==> src/rtl/pwr_state_pkg.sv <==
package pwr_state_pkg;

  typedef enum logic [1:0] {
    PS_OFF    = 2'd0,
    PS_RAMP   = 2'd1,
    PS_ACTIVE = 2'd2,
    PS_SLEEP  = 2'd3
  } pwrState_e;

  localparam int CTL_W   = 2;
  localparam int OFF_BIT = 0;
  localparam int SLP_BIT = 1;

  // control -> datapath
  typedef struct packed {
    logic rampStart;
    logic holdStart;
    logic holdKill;
  } ctlStrobe_t;

  // datapath -> control
  typedef struct packed {
    logic holdRise;
    logic holdFall;
    logic sleepAct;
    logic sleepEn;
    logic offReq;
    logic rampDone;
    logic expired;
  } dpStatus_t;

endpackage

==> src/rtl/pwr_state_sync.sv <==
module pwr_state_sync #(
  parameter int   STAGES    = 2,
  parameter logic RESET_VAL = 1'b0
) (
  input  logic clk,
  input  logic rstN,
  input  logic din,
  output logic dout
);
  logic [STAGES-1:0] stage;

  always_ff @(posedge clk) begin
    if (!rstN) stage[0] <= RESET_VAL;
    else       stage[0] <= din;
  end

  for (genvar i = 1; i < STAGES; i++) begin : g_stage
    always_ff @(posedge clk) begin
      if (!rstN) stage[i] <= RESET_VAL;
      else       stage[i] <= stage[i-1];
    end
  end

  assign dout = stage[STAGES-1];
endmodule

==> src/rtl/pwr_state_dp.sv <==
module pwr_state_dp
  import pwr_state_pkg::*;
#(
  parameter int   HOLDOFF_CYCLES = 98_400_000,
  parameter int   RAMP_CYCLES    = 1000,
  parameter int   SYNC_STAGES    = 2,
  parameter logic SLEEP_ACTIVE   = 1'b1
) (
  input  logic             clk,
  input  logic             rstN,
  input  logic             holdPin,
  input  logic             sleepPin,
  input  logic             wrEn,
  input  logic [CTL_W-1:0] wrData,
  input  ctlStrobe_t       strb,
  output dpStatus_t        stat
);
  localparam int HW = $clog2(HOLDOFF_CYCLES + 1);
  localparam int RW = $clog2(RAMP_CYCLES + 1);
  localparam logic [HW-1:0] HOLD_LIMIT = HW'(HOLDOFF_CYCLES);
  localparam logic [RW-1:0] RAMP_LAST  = RW'(RAMP_CYCLES - 1);

  logic holdSync, holdPrev, sleepSync;
  logic offReq, sleepEn;
  logic [HW-1:0] holdCnt;
  logic holdArmed;
  logic [RW-1:0] rampCnt;

  pwr_state_sync #(.STAGES(SYNC_STAGES), .RESET_VAL(1'b0)) holdSync_i (
    .clk(clk), .rstN(rstN), .din(holdPin), .dout(holdSync));

  pwr_state_sync #(.STAGES(SYNC_STAGES), .RESET_VAL(~SLEEP_ACTIVE)) sleepSync_i (
    .clk(clk), .rstN(rstN), .din(sleepPin), .dout(sleepSync));

  always_ff @(posedge clk) begin
    if (!rstN) holdPrev <= 1'b0;
    else       holdPrev <= holdSync;
  end

  // control bits: turn-off is a one-cycle self-clearing pulse
  always_ff @(posedge clk) begin
    if (!rstN) begin
      offReq  <= 1'b0;
      sleepEn <= 1'b0;
    end else begin
      offReq <= wrEn & wrData[OFF_BIT];
      if (wrEn) sleepEn <= wrData[SLP_BIT];
    end
  end

  // hold-off window counter
  always_ff @(posedge clk) begin
    if (!rstN) begin
      holdArmed <= 1'b0;
      holdCnt   <= '0;
    end else if (strb.holdKill) begin
      holdArmed <= 1'b0;
      holdCnt   <= '0;
    end else if (strb.holdStart) begin
      holdArmed <= 1'b1;
      holdCnt   <= '0;
    end else if (holdArmed && holdCnt != HOLD_LIMIT) begin
      holdCnt <= holdCnt + HW'(1);
    end
  end

  // turn-on ramp counter
  always_ff @(posedge clk) begin
    if (!rstN)                     rampCnt <= '0;
    else if (strb.rampStart)       rampCnt <= '0;
    else if (rampCnt != RAMP_LAST) rampCnt <= rampCnt + RW'(1);
  end

  always_comb begin
    stat.holdRise = holdSync & ~holdPrev;
    stat.holdFall = ~holdSync & holdPrev;
    stat.sleepAct = (sleepSync == SLEEP_ACTIVE);
    stat.sleepEn  = sleepEn;
    stat.offReq   = offReq;
    stat.rampDone = (rampCnt == RAMP_LAST);
    stat.expired  = holdArmed && (holdCnt == HOLD_LIMIT);
  end
endmodule

==> src/rtl/pwr_state_fsm.sv <==
module pwr_state_fsm
  import pwr_state_pkg::*;
(
  input  logic       clk,
  input  logic       rstN,
  input  dpStatus_t  stat,
  output ctlStrobe_t strb,
  output pwrState_e  state
);
  pwrState_e nextState;
  logic      offCond;

  assign offCond = stat.offReq || (stat.expired && stat.holdFall);

  always_comb begin
    nextState = state;
    unique case (state)
      PS_OFF:    if (stat.holdRise) nextState = PS_RAMP;
      PS_RAMP:   if (stat.offReq) nextState = PS_OFF;
                 else if (stat.rampDone) nextState = PS_ACTIVE;
      PS_ACTIVE: if (offCond) nextState = PS_OFF;
                 else if (stat.sleepEn && stat.sleepAct) nextState = PS_SLEEP;
      PS_SLEEP:  if (offCond) nextState = PS_OFF;
                 else if (!(stat.sleepEn && stat.sleepAct)) nextState = PS_ACTIVE;
      default:   nextState = PS_OFF;
    endcase
  end

  always_ff @(posedge clk) begin
    if (!rstN) state <= PS_OFF;
    else       state <= nextState;
  end

  always_comb begin
    strb.rampStart = (state == PS_OFF) && (nextState == PS_RAMP);
    strb.holdStart = (state == PS_RAMP) && (nextState == PS_ACTIVE);
    strb.holdKill  = (state != PS_OFF) && (nextState == PS_OFF);
  end
endmodule

==> src/rtl/pwr_state_ctl.sv <==
module pwr_state_ctl
  import pwr_state_pkg::*;
#(
  parameter int   HOLDOFF_CYCLES = 98_400_000,
  parameter int   RAMP_CYCLES    = 1000,
  parameter int   SYNC_STAGES    = 2,
  parameter logic SLEEP_ACTIVE   = 1'b1
) (
  input  logic             clk,
  input  logic             rstN,
  input  logic             holdPin,
  input  logic             sleepPin,
  input  logic             wrEn,
  input  logic [CTL_W-1:0] wrData,
  output logic             regEnable,
  output logic             resetN,
  output logic             timerExpired,
  output logic [1:0]       pwrState
);
  ctlStrobe_t strb;
  dpStatus_t  dpStat;
  pwrState_e  state;

  pwr_state_dp #(
    .HOLDOFF_CYCLES(HOLDOFF_CYCLES), .RAMP_CYCLES(RAMP_CYCLES),
    .SYNC_STAGES(SYNC_STAGES), .SLEEP_ACTIVE(SLEEP_ACTIVE)
  ) dp_i (
    .clk(clk), .rstN(rstN), .holdPin(holdPin), .sleepPin(sleepPin),
    .wrEn(wrEn), .wrData(wrData), .strb(strb), .stat(dpStat));

  pwr_state_fsm fsm_i (
    .clk(clk), .rstN(rstN), .stat(dpStat), .strb(strb), .state(state));

  assign regEnable    = (state != PS_OFF);
  assign resetN       = (state == PS_ACTIVE) || (state == PS_SLEEP);
  assign timerExpired = dpStat.expired;
  assign pwrState     = state;
endmodule

==> config.mk <==
export PLATFORM = sky130hd
export DESIGN_NAME = pwr_state_ctl
export DESIGN_NICKNAME = d
export VERILOG_FILES = /design/src/rtl/pwr_state_pkg.sv /design/src/rtl/pwr_state_sync.sv /design/src/rtl/pwr_state_dp.sv /design/src/rtl/pwr_state_fsm.sv /design/src/rtl/pwr_state_ctl.sv
export SDC_FILE = /design/constraint.sdc
export NUM_CORES = 1
export LEC_CHECK = 0
export BUFFER_PORTS_ARGS = -buffer_cell sky130_fd_sc_hd__buf_2
export CAP_MARGIN = 10
export CORE_MARGIN = 1.5
export CORE_UTILIZATION = 50
export DETAILED_ROUTE_END_ITERATION = 12
export PLACE_DENSITY = 0.72
export SYNTH_ARGS = -nofsm -noshare
export SYNTH_HDL_FRONTEND = slang
export SYNTH_SLANG_ARGS = --single-unit
export TNS_END_PERCENT = 20
==> constraint.sdc <==
create_clock -name clk -period 5.6 [get_ports clk]
set_clock_uncertainty 0.05 [all_clocks]
set_input_delay 1.12 -clock clk [delete_from_list [all_inputs] [get_ports clk]]
set_output_delay 1.12 -clock clk [all_outputs]
set_load 0.05 [all_outputs]
==> results.md, run 1 <==
* IO Port Bufs at 11
* Clock tree buffer depth at 2
* Total Routing Usage GR at 0.188
* Fin. Hold Viols at 0
* Vias in the first global route at 1464
* Clock sinks at 47
* Worst hold path class: flop to flop
* Tmin final at 3330 ps
* First-pass GRT wire length at 6580 um
* Met3 usage in global routing at 0.0641
* Largest cells by area after synthesis: dfxtp_1, nor2_1, xor2_1
* Max FO, Critical Path at 5
* Met1 Use GR at 0.245
* Syn. warnings at 0
* Synthesized Nets at 252
* Layout fillers at 375
* Initial antenna violation count at 0
* Grt total ovfl at 0
* Register area at 941 um^2
* Max Slew Vio Count at 0
* CORE AREA at 4060 um^2
* # rows at 23
* Antenna Cells at 0
* Critical path startpoint category: flop
* Detailed Routing Iterations Pass 1 at 4
* FFs w/ async S/R, synth at 0
* WS Path Type: flop to output pin
* CP Capture Type: output pin
* TNS Setup at 0 ps
* DRT antenna net count at 0
* CTS tree: done
* Max-cap violation count at 0
* Avg WL per Cell at 12.1 um
* Top reg by flops: dp_i.holdCnt
* # nets final at 264
* Largest net degree at the start of global routing at 28
* Seq/Total Area, Yosys at 0.439
* Syn avg cell area at 8.86 um^2
* Post-Route WL at 3680 um
* Maximum vdd ir drop at 146 uV
* Starting Density at 0.528
* RSZ-0062 raised after global routing: false
* Measured slew at the worst slew-check pin at 965 ps
* Cell taking the most area after synthesis: dfxtp_1
* I/O pin cnt at 12
* Largest regs: dp_i.holdCnt x27, dp_i.rampCnt x10, fsm_i.state x2
* DRC viols at 0
* Outcome: finished clean
* CTS buffer count at 5
* Most common cell after layout, fill and taps aside: dfxtp_1
* Max_slew headroom at 0.356
* Mapped Area at 2140 um^2
* Highest Clock Rate at 300 MHz
* Setup violators final at 0
* Worst-Skew Late Latency at 300 ps
* Die area at 4690 um^2
* Met2 global-route usage at 0.293
* Post-CTS Setup Bufs at 0
* Cells after Synth at 242
* Grt peak-use layer: met2
* CP Data Required Time at 4430 ps
* Die Ht at 68.5 um
* CTS Hold Bufs at 0
* Synth Flop Type: dfxtp_1
* Multi-input logic area at 1130 um^2
* Top cell type's share of synthesized area at 0.439
* Post-synth EDFFs at 0
* GPL Wtd Cong at 0.800
* CTS resizes at 0
* Layout area overhead at 7.36%
* Final Cycle Share at 0.595
* Worst Path Arrival at 2160 ps
* Max reg flops at 27
* Horiz. Die Dim at 68.5 um
* Netlist cell types at 36
* Post-DR vias/cell at 5.38
* Final Power at 555 uW
* Most frequent cells in the layout: dfxtp_1, nor2_1, xor2_1
* CTS H-tree depth at 2
* First DRT Iteration DRCs at 100
* Final Util at 0.567
* Clock-pin slew on the worst setup and hold paths at 80 ps
* Vias after detailed routing at 1640
* Detailed Place HPWL at 2570 um
* CTS root buf: clkbuf_8
* Number of synthesized register bits at 47
* LEAKAGE at 0.000834 uW
* Layout cells sized above 1 at 0.0980
* P per Cell Area at 241 nW/um^2
==> where the power goes <==
group | switching [uW] | total [uW] | internal, uW
logic | 12.4 | 19.1 | 6.76
registers | 3.25 | 342 | 338
clock network | 106 | 194 | 87.7
total | 122 | 555 | 433
==> cell type report <==
type	count	area share
clock buffer	7	0.0332
sequential	47	0.409
inverter	8	0.0131
clock inverter	1	0.00218
multi-input combinational	181	0.492
tap	50	0.0272
timing repair buffer	11	0.0239
==> synth_stat cells (4+ instances only) <==
| cell | instances |
|---|---|
| xor2_1 | 17 |
| a21oi_1 | 8 |
| nand2_1 | 14 |
| xnor2_1 | 11 |
| nand4_1 | 14 |
| nor2_1 | 42 |
| and2_1 | 7 |
| nor3_1 | 4 |
| dfxtp_1 | 47 |
| nand3_1 | 15 |
| inv_1 | 8 |
| and3_1 | 9 |
| or3_1 | 6 |
| o21ai_0 | 4 |
==> logic make-up (layout without fill, tap and decap cells) <==
group | after synthesis | count (layout) | share of synthesized area
compound gates | 21 | 21 | 0.0636
xor+xnor | 28 | 28 | 0.114
fa+ha+maj | 3 | 3 | 0.0175
buf+inv | 14 | 27 | 0.0333
flops | 47 | 47 | 0.439
mux | 3 | 3 | 0.0140
simple gates | 126 | 126 | 0.318
==> critical path, cell delays in order (launching register included) <==
cell and delay [ps]:
dfxtp_1 420, nor4b_1 340, nand4_1 250, nor4_4 420
and2_1 180, buf_2 260
==> stage by stage <==
stage	hold slack, ps	setup WS (ps)	cells	area [um^2]
global route	418	2080	305	2300
floorplan	362	2790	242	2140
finish	393	2270	305	2300
CTS	394	2240	305	2300
detailed placement	375	2650	297	2220
global placement	367	2680	297	2220
==> metal layers <==
layer  wire, um  vias up
met5          0        -
met4         45        0
met3        133        5
met2       1680       25
met1       1820      754
li1           -      856
==> path summary, 6_finish.rpt <==
kind | startpoint | to | slack, ps | cells after the start
setup / recovery | dp_i.holdCnt[16] | timerExpired | 2270 | 5
hold / removal | dp_i.sleepSync_i.stage[0] | dp_i.sleepSync_i.dout | 390 | 1
setup reg to reg | dp_i.holdCnt[16] | dp_i.holdCnt[0] | 2970 | 5
hold reg to reg | dp_i.sleepSync_i.stage[0] | dp_i.sleepSync_i.dout | 390 | 1
Note: power is estimated with default switching activity, not from simulation.
==> run 2: changes to the inputs <==
--- a/config.mk
+++ b/config.mk
@@ -5,6 +5,7 @@
 export SDC_FILE = /design/constraint.sdc
 export NUM_CORES = 1
 export LEC_CHECK = 0
+export ABC_AREA = 1
 export BUFFER_PORTS_ARGS = -buffer_cell sky130_fd_sc_hd__buf_2
 export CAP_MARGIN = 10
 export CORE_MARGIN = 1.5
==> constraint.sdc (replaced) <==
create_clock -name clk -period 3.3 [get_ports clk]
set_clock_uncertainty 0.05 [all_clocks]
set_input_delay 0.66 -clock clk [delete_from_list [all_inputs] [get_ports clk]]
set_output_delay 0.66 -clock clk [all_outputs]
set_load 0.05 [all_outputs]
==> results.md, run 2 <==
* Die Ht at 77.0 um
* Design Area, Final at 2900 um^2
* Die area at 5930 um^2
* CP Data Required Time at 2590 ps
* Most frequent cell after synthesis: nand2_1
* Max_slew headroom at 0.716
* Layout cells sized above 1 at 0.115
* Tmin final at 2550 ps
* Post-CTS Setup Bufs at 0
* Netlist cell types at 29
* Grt total ovfl at 0
* Max reg flops at 27
* Vias in the first global route at 2294
* Synthesized Nets at 423
* Cells after Synth at 413
* Most common cell after layout, fill and taps aside: nand2_1
* Number of synthesized register bits at 47
* Cell taking the most area after synthesis: dfxtp_1
* TNS Setup at 0 ps
* Highest Clock Rate at 393 MHz
* P per Cell Area at 340 nW/um^2
* CTS H-tree depth at 2
* Worst Path Arrival at 1840 ps
* Vias after detailed routing at 2468
* FFs w/ async S/R, synth at 0
* CTS tree: done
* DRT antenna net count at 0
* Critical path startpoint category: flop
* Most frequent cells after synthesis: nand2_1, inv_1, nor2_1
* Top reg by flops: dp_i.holdCnt
* Outcome: finished clean
* I/O pin cnt at 12
* IO Port Bufs at 11
* Worst-Skew Late Latency at 310 ps
* Starting Density at 0.526
* # rows at 26
* Post-Route WL at 5580 um
* Largest regs: dp_i.holdCnt x27, dp_i.rampCnt x10, fsm_i.state x2
* R2R setup slack at 1160 ps
* Dpl cell area at 2810 um^2
* Final Cycle Share at 0.772
* Hold path startpoint: dp_i.holdSync_i.stage[0]
* Horiz. Die Dim at 77.0 um
* Largest cells by area after synthesis: dfxtp_1, nand2_1, inv_1
* Total Routing Usage GR at 0.208
* Setup violators final at 0
* Synth Flop Type: dfxtp_1
* WS Path Type: flop to output pin
* Largest net degree at the start of global routing at 39
* Clock sinks at 47
* Post-synth EDFFs at 0
* CTS resizes at 0
* First-pass GRT wire length at 10000 um
* Max Slew Vio Count at 0
* Top cell type's share of synthesized area at 0.344
* Max FO, Critical Path at 4
* Layout area overhead at 6.04%
* GPL Wtd Cong at 0.967
* CTS Hold Bufs at 0
* CORE AREA at 5200 um^2
* CP Capture Type: output pin
* Final Util at 0.557
* R2R depth at 13
* Detailed Place HPWL at 4220 um
* Post-DR vias/cell at 4.99
* R2r startpoint: dp_i.holdCnt[0]
* Placed cells at 487
* First DRT Iteration DRCs at 221
* Layout fillers at 525
* Seq/Total Area, Yosys at 0.344
* Most frequent cells in the layout: nand2_1, inv_1, nor2_1
* Detailed Routing Iterations Pass 1 at 4
* Hold Crit Endpoint: dp_i.holdSync_i.dout
* R2R Path End: dp_i.holdCnt[5]
* Syn avg cell area at 6.63 um^2
* Maximum vdd ir drop at 266 uV
* Syn. warnings at 0
* Avg WL per Cell at 11.3 um
* Final worst slack at 752 ps
* Fin. Hold Viols at 0
* Mapped Area at 2740 um^2
* Antenna Cells at 0
* Measured slew at the worst slew-check pin at 426 ps
* CTS buffer count at 5
* Clock tree buffer depth at 2
* Initial antenna violation count at 0
* DP Worst Slack at 1160 ps
* Clock-pin slew on the worst setup and hold paths at 90 ps
* # nets final at 434
* RSZ-0062 raised after global routing: false
* Worst hold path class: flop to flop
* DRC viols at 0
* Worst hold path cell count at 2
* Max-cap violation count at 0
* Layout Cells excl Fill at 495
* LEAKAGE at 0.00113 uW
* CTS root buf: clkbuf_8
## run 2: changes by cell type after synthesis, sizes merged, moves of 8 or more
cell and delta:
and3 -8, o21ai +8, nor2 +27, nand2 +77, inv +76, nor3 +14
## run 2: logic make-up after synthesis
kind of cell,Yosys count,synth area share
xor gates and xnor gates,26,0.0832
and+or+nand+nor,217,0.360
DFF,47,0.344
adders and majority gates,3,0.0137
AOI/OAI and AO/OA,28,0.0544
buffers and inverters,92,0.144
## run 2: worst max path at each step
stage                                from      endpoint  cells past startpoint
after floorplan           dp_i.holdCnt[2]  timerExpired                      5
after global placement    dp_i.holdCnt[2]  timerExpired                      6
after detailed placement  dp_i.holdCnt[2]  timerExpired                      6
after CTS                 dp_i.holdCnt[2]  timerExpired                      6
after global routing      dp_i.holdCnt[2]  timerExpired                      6
final                     dp_i.holdCnt[2]  timerExpired                      6
## run 2: critical path, cell delays in order, from the launching register on
cell and delay (ps):
dfxtp_1 350, inv_2 100, nand2_1 80, nor4_1 250, nand4_1 110, nor4_1 300, buf_2 340
## run 2: layer usage
| layer | wire length (um) | track usage | up-vias | share of wire |
|---|---|---|---|---|
| met2 | 2530 | 0.342 | 74 | 0.45 |
| met4 | 125 | 0.0891 | 0 | 0.022 |
| met3 | 358 | 0.0464 | 12 | 0.064 |
| met5 | 0 | 0 | - | 0 |
| met1 | 2560 | 0.263 | 1094 | 0.46 |
| li1 | - | - | 1288 | - |
## run 2: final cells by class
cell class                      instances  area, um^2  share of cell area
Multi-Input combinational cell        274        1400               0.484
Sequential cell                        47         941               0.324
Inverter                               84         315               0.109
Tap cell                               70        87.6              0.0302
Clock buffer                            5        68.8              0.0237
Timing Repair Buffer                   12        62.6              0.0216
Clock inverter                          3        22.5             0.00776
## run 2: through the flow
| stage | hold WS [ps] | power [uW] |
|---|---|---|
| after floorplan | 340 | 636 |
| after global placement | 345 | 637 |
| after detailed placement | 353 | 638 |
| after CTS | 376 | 996 |
| after global routing | 390 | 1030 |
| final | 371 | 987 |
## run 2: power breakdown
| part | switching, uW | total [uW] | internal (uW) | leakage (uW) |
|---|---|---|---|---|
| Clock | 211 | 363 | 152 | 0.0000485 |
| Combinational | 33.1 | 45.2 | 12.1 | 0.000700 |
| Sequential | 4.04 | 578 | 574 | 0.000380 |
==> run 3: changes to the inputs <==
==> constraint.sdc (replaced) <==
create_clock -name clk -period 2.7 [get_ports clk]
set_clock_uncertainty 0.05 [all_clocks]
set_input_delay 0.54 -clock clk [delete_from_list [all_inputs] [get_ports clk]]
set_output_delay 0.54 -clock clk [all_outputs]
set_load 0.05 [all_outputs]
==> results.md, run 3 (synthesis gave the netlist of run 2 again) <==
* Starting Density at 0.526
* Final Util at 0.559
* CTS tree: done
* Max reg flops at 27
* Clock-pin slew on the worst setup and hold paths at 90 ps
* CTS resizes at 0
* CTS Hold Bufs at 0
* DRC viols at 0
* Antenna Cells at 0
* R2R setup slack at 560 ps
* First-pass GRT wire length at 10300 um
* Total Routing Usage GR at 0.214
* CTS root buf: clkbuf_8
* Measured slew at the worst slew-check pin at 438 ps
* Post-DR vias/cell at 4.98
* CP max-delay cell: dfxtp_1
* CTS H-tree depth at 2
* CORE AREA at 5200 um^2
* TNS Setup at 0 ps
* I/O pin cnt at 12
* Maximum vdd ir drop at 385 uV
* Die Ht at 77.0 um
* RSZ-0062 raised after global routing: false
* CP Capture Type: output pin
* Vias after detailed routing at 2464
* Share of total power in the clock network at 0.366
* Post-CTS Setup Bufs at 0
* Initial antenna violation count at 0
* Highest Clock Rate at 423 MHz
* Max-cap violation count at 0
* R2R depth at 13
* CTS buffer count at 5
* CP Data Required Time at 2110 ps
* Setup violators final at 0
* Worst-Skew Late Latency at 300 ps
* Layout cells sized above 1 at 0.118
* Worst hold path class: primary input to flop
* Grt total ovfl at 0
* R2R Path End: dp_i.holdCnt[5]
* Max FO, Critical Path at 5
* Detailed Place HPWL at 4360 um
* P per Cell Area at 415 nW/um^2
* Worst Path Buf+Inv at 1
* Max stage delay on crit path at 450 ps
* LEAKAGE at 0.00113 uW
* Clock sinks at 47
* Die area at 5930 um^2
* Max_slew headroom at 0.706
* Top reg by flops: dp_i.holdCnt
* Max Slew Vio Count at 0
* Crit-path cells: nand4_1 -> nor4_1 -> nand4_1 -> nor4_2 -> buf_2
* Tmin final at 2360 ps
* Most frequent cells in the layout: nand2_1, inv_1, nor2_1
* Crit path top cell by count: nand4_1
* Worst hold path cell count at 3
* Final Cycle Share at 0.875
* Avg WL per Cell at 11.7 um
* IO Port Bufs at 11
* Critical path startpoint category: flop
* R2r startpoint: dp_i.holdCnt[0]
* # rows at 26
* Sequential power share at 0.586
* GPL Wtd Cong at 0.995
* Worst Path Arrival at 1770 ps
* Layout area overhead at 6.26%
* Largest regs: dp_i.holdCnt x27, dp_i.rampCnt x10, fsm_i.state x2
* DRT antenna net count at 0
* Sw Ratio at 0.250
* Internal at 905 uW
* Largest net degree at the start of global routing at 39
* Vias in the first global route at 2330
* # nets final at 434
* Hold path startpoint: holdPin
* Hold Crit Endpoint: dp_i.holdSync_i.stage[0]
* CP delay by family, top: simple AND/OR/NAND/NOR gates
* Detailed Routing Iterations Pass 1 at 4
* Layout Cells excl Fill at 495
* Gate power share at 0.047
* Layout fillers at 545
* WS Path Type: flop to output pin
* Outcome: finished clean
* Horiz. Die Dim at 77.0 um
* First DRT Iteration DRCs at 171
* Most common cell after layout, fill and taps aside: nand2_1
* Sw power at 302 uW
* Clock tree buffer depth at 2
* Post-Route WL at 5780 um
* Fin. Hold Viols at 0
* Placed cells at 487
## run 3: cell types whose count changed in the layout (fill, tap and decap cells not counted), sizes merged
cell | previous run | this run
inv | 85 | 86
clkinv | 2 | 1
## run 3: per-stage QoR
| stage | power, uW | hold slack [ps] | setup slack (ps) | area, um^2 |
|---|---|---|---|---|
| floorplan | 777 | 340 | 456 | 2740 |
| CTS | 1220 | 354 | 313 | 2910 |
| finish | 1210 | 364 | 338 | 2910 |
| detailed placement | 781 | 357 | 572 | 2820 |
| global placement | 779 | 346 | 650 | 2820 |
| global route | 1260 | 362 | 156 | 2910 |
## run 3: cell type report
cell class | count | area, um^2 | share of cell area
multi-input combinational | 274 | 1410 | 0.485
inverter | 84 | 315 | 0.108
sequential | 47 | 941 | 0.324
clock inverter | 3 | 22.5 | 0.00775
timing repair buffer | 12 | 62.6 | 0.0215
clock buffer | 5 | 68.8 | 0.0237
tap | 70 | 87.6 | 0.0301
## run 3: layer usage
layer,vias up,wire [um],track usage
met5,-,0,0
met4,0,167,0.0855
met3,16,352,0.0393
met2,71,2620,0.346
met1,1089,2640,0.281
li1,1288,-,-
## run 3: worst reg2reg max path, cell delays in order, from the launching register on
cell	delay, ps
dfxtp_1	420
inv_1	100
ha_1	230
nand2_1	70
nor2_1	40
nand2_1	70
nor2_2	50
a21oi_2	100
buf_4	340
nand2_1	140
nor2_1	140
xor2_1	170
inv_1	60
nor2_2	90
## run 3: power groups by stage
stage               combinational [uW]  clock (uW)  sequential (uW)
global placement                  55.7           0              723
global route                      66.0         485              709
CTS                               57.8         459              707
floorplan                         52.5           0              725
finish                            57.2         442              707
detailed placement                57.6           0              723
## run 3: worst max-delay path by stage
| stage | slack (ps) | start | cells past startpoint | endpoint |
|---|---|---|---|---|
| after global placement | 650 | dp_i.holdCnt[0] | 13 | dp_i.holdCnt[23] |
| after detailed placement | 570 | dp_i.holdCnt[0] | 13 | dp_i.holdCnt[5] |
| after global routing | 160 | dp_i.holdCnt[21] | 6 | timerExpired |
| final | 340 | dp_i.holdCnt[9] | 5 | timerExpired |
| after floorplan | 460 | dp_i.holdCnt[0] | 4 | timerExpired |
| after CTS | 310 | dp_i.holdCnt[2] | 6 | timerExpired |
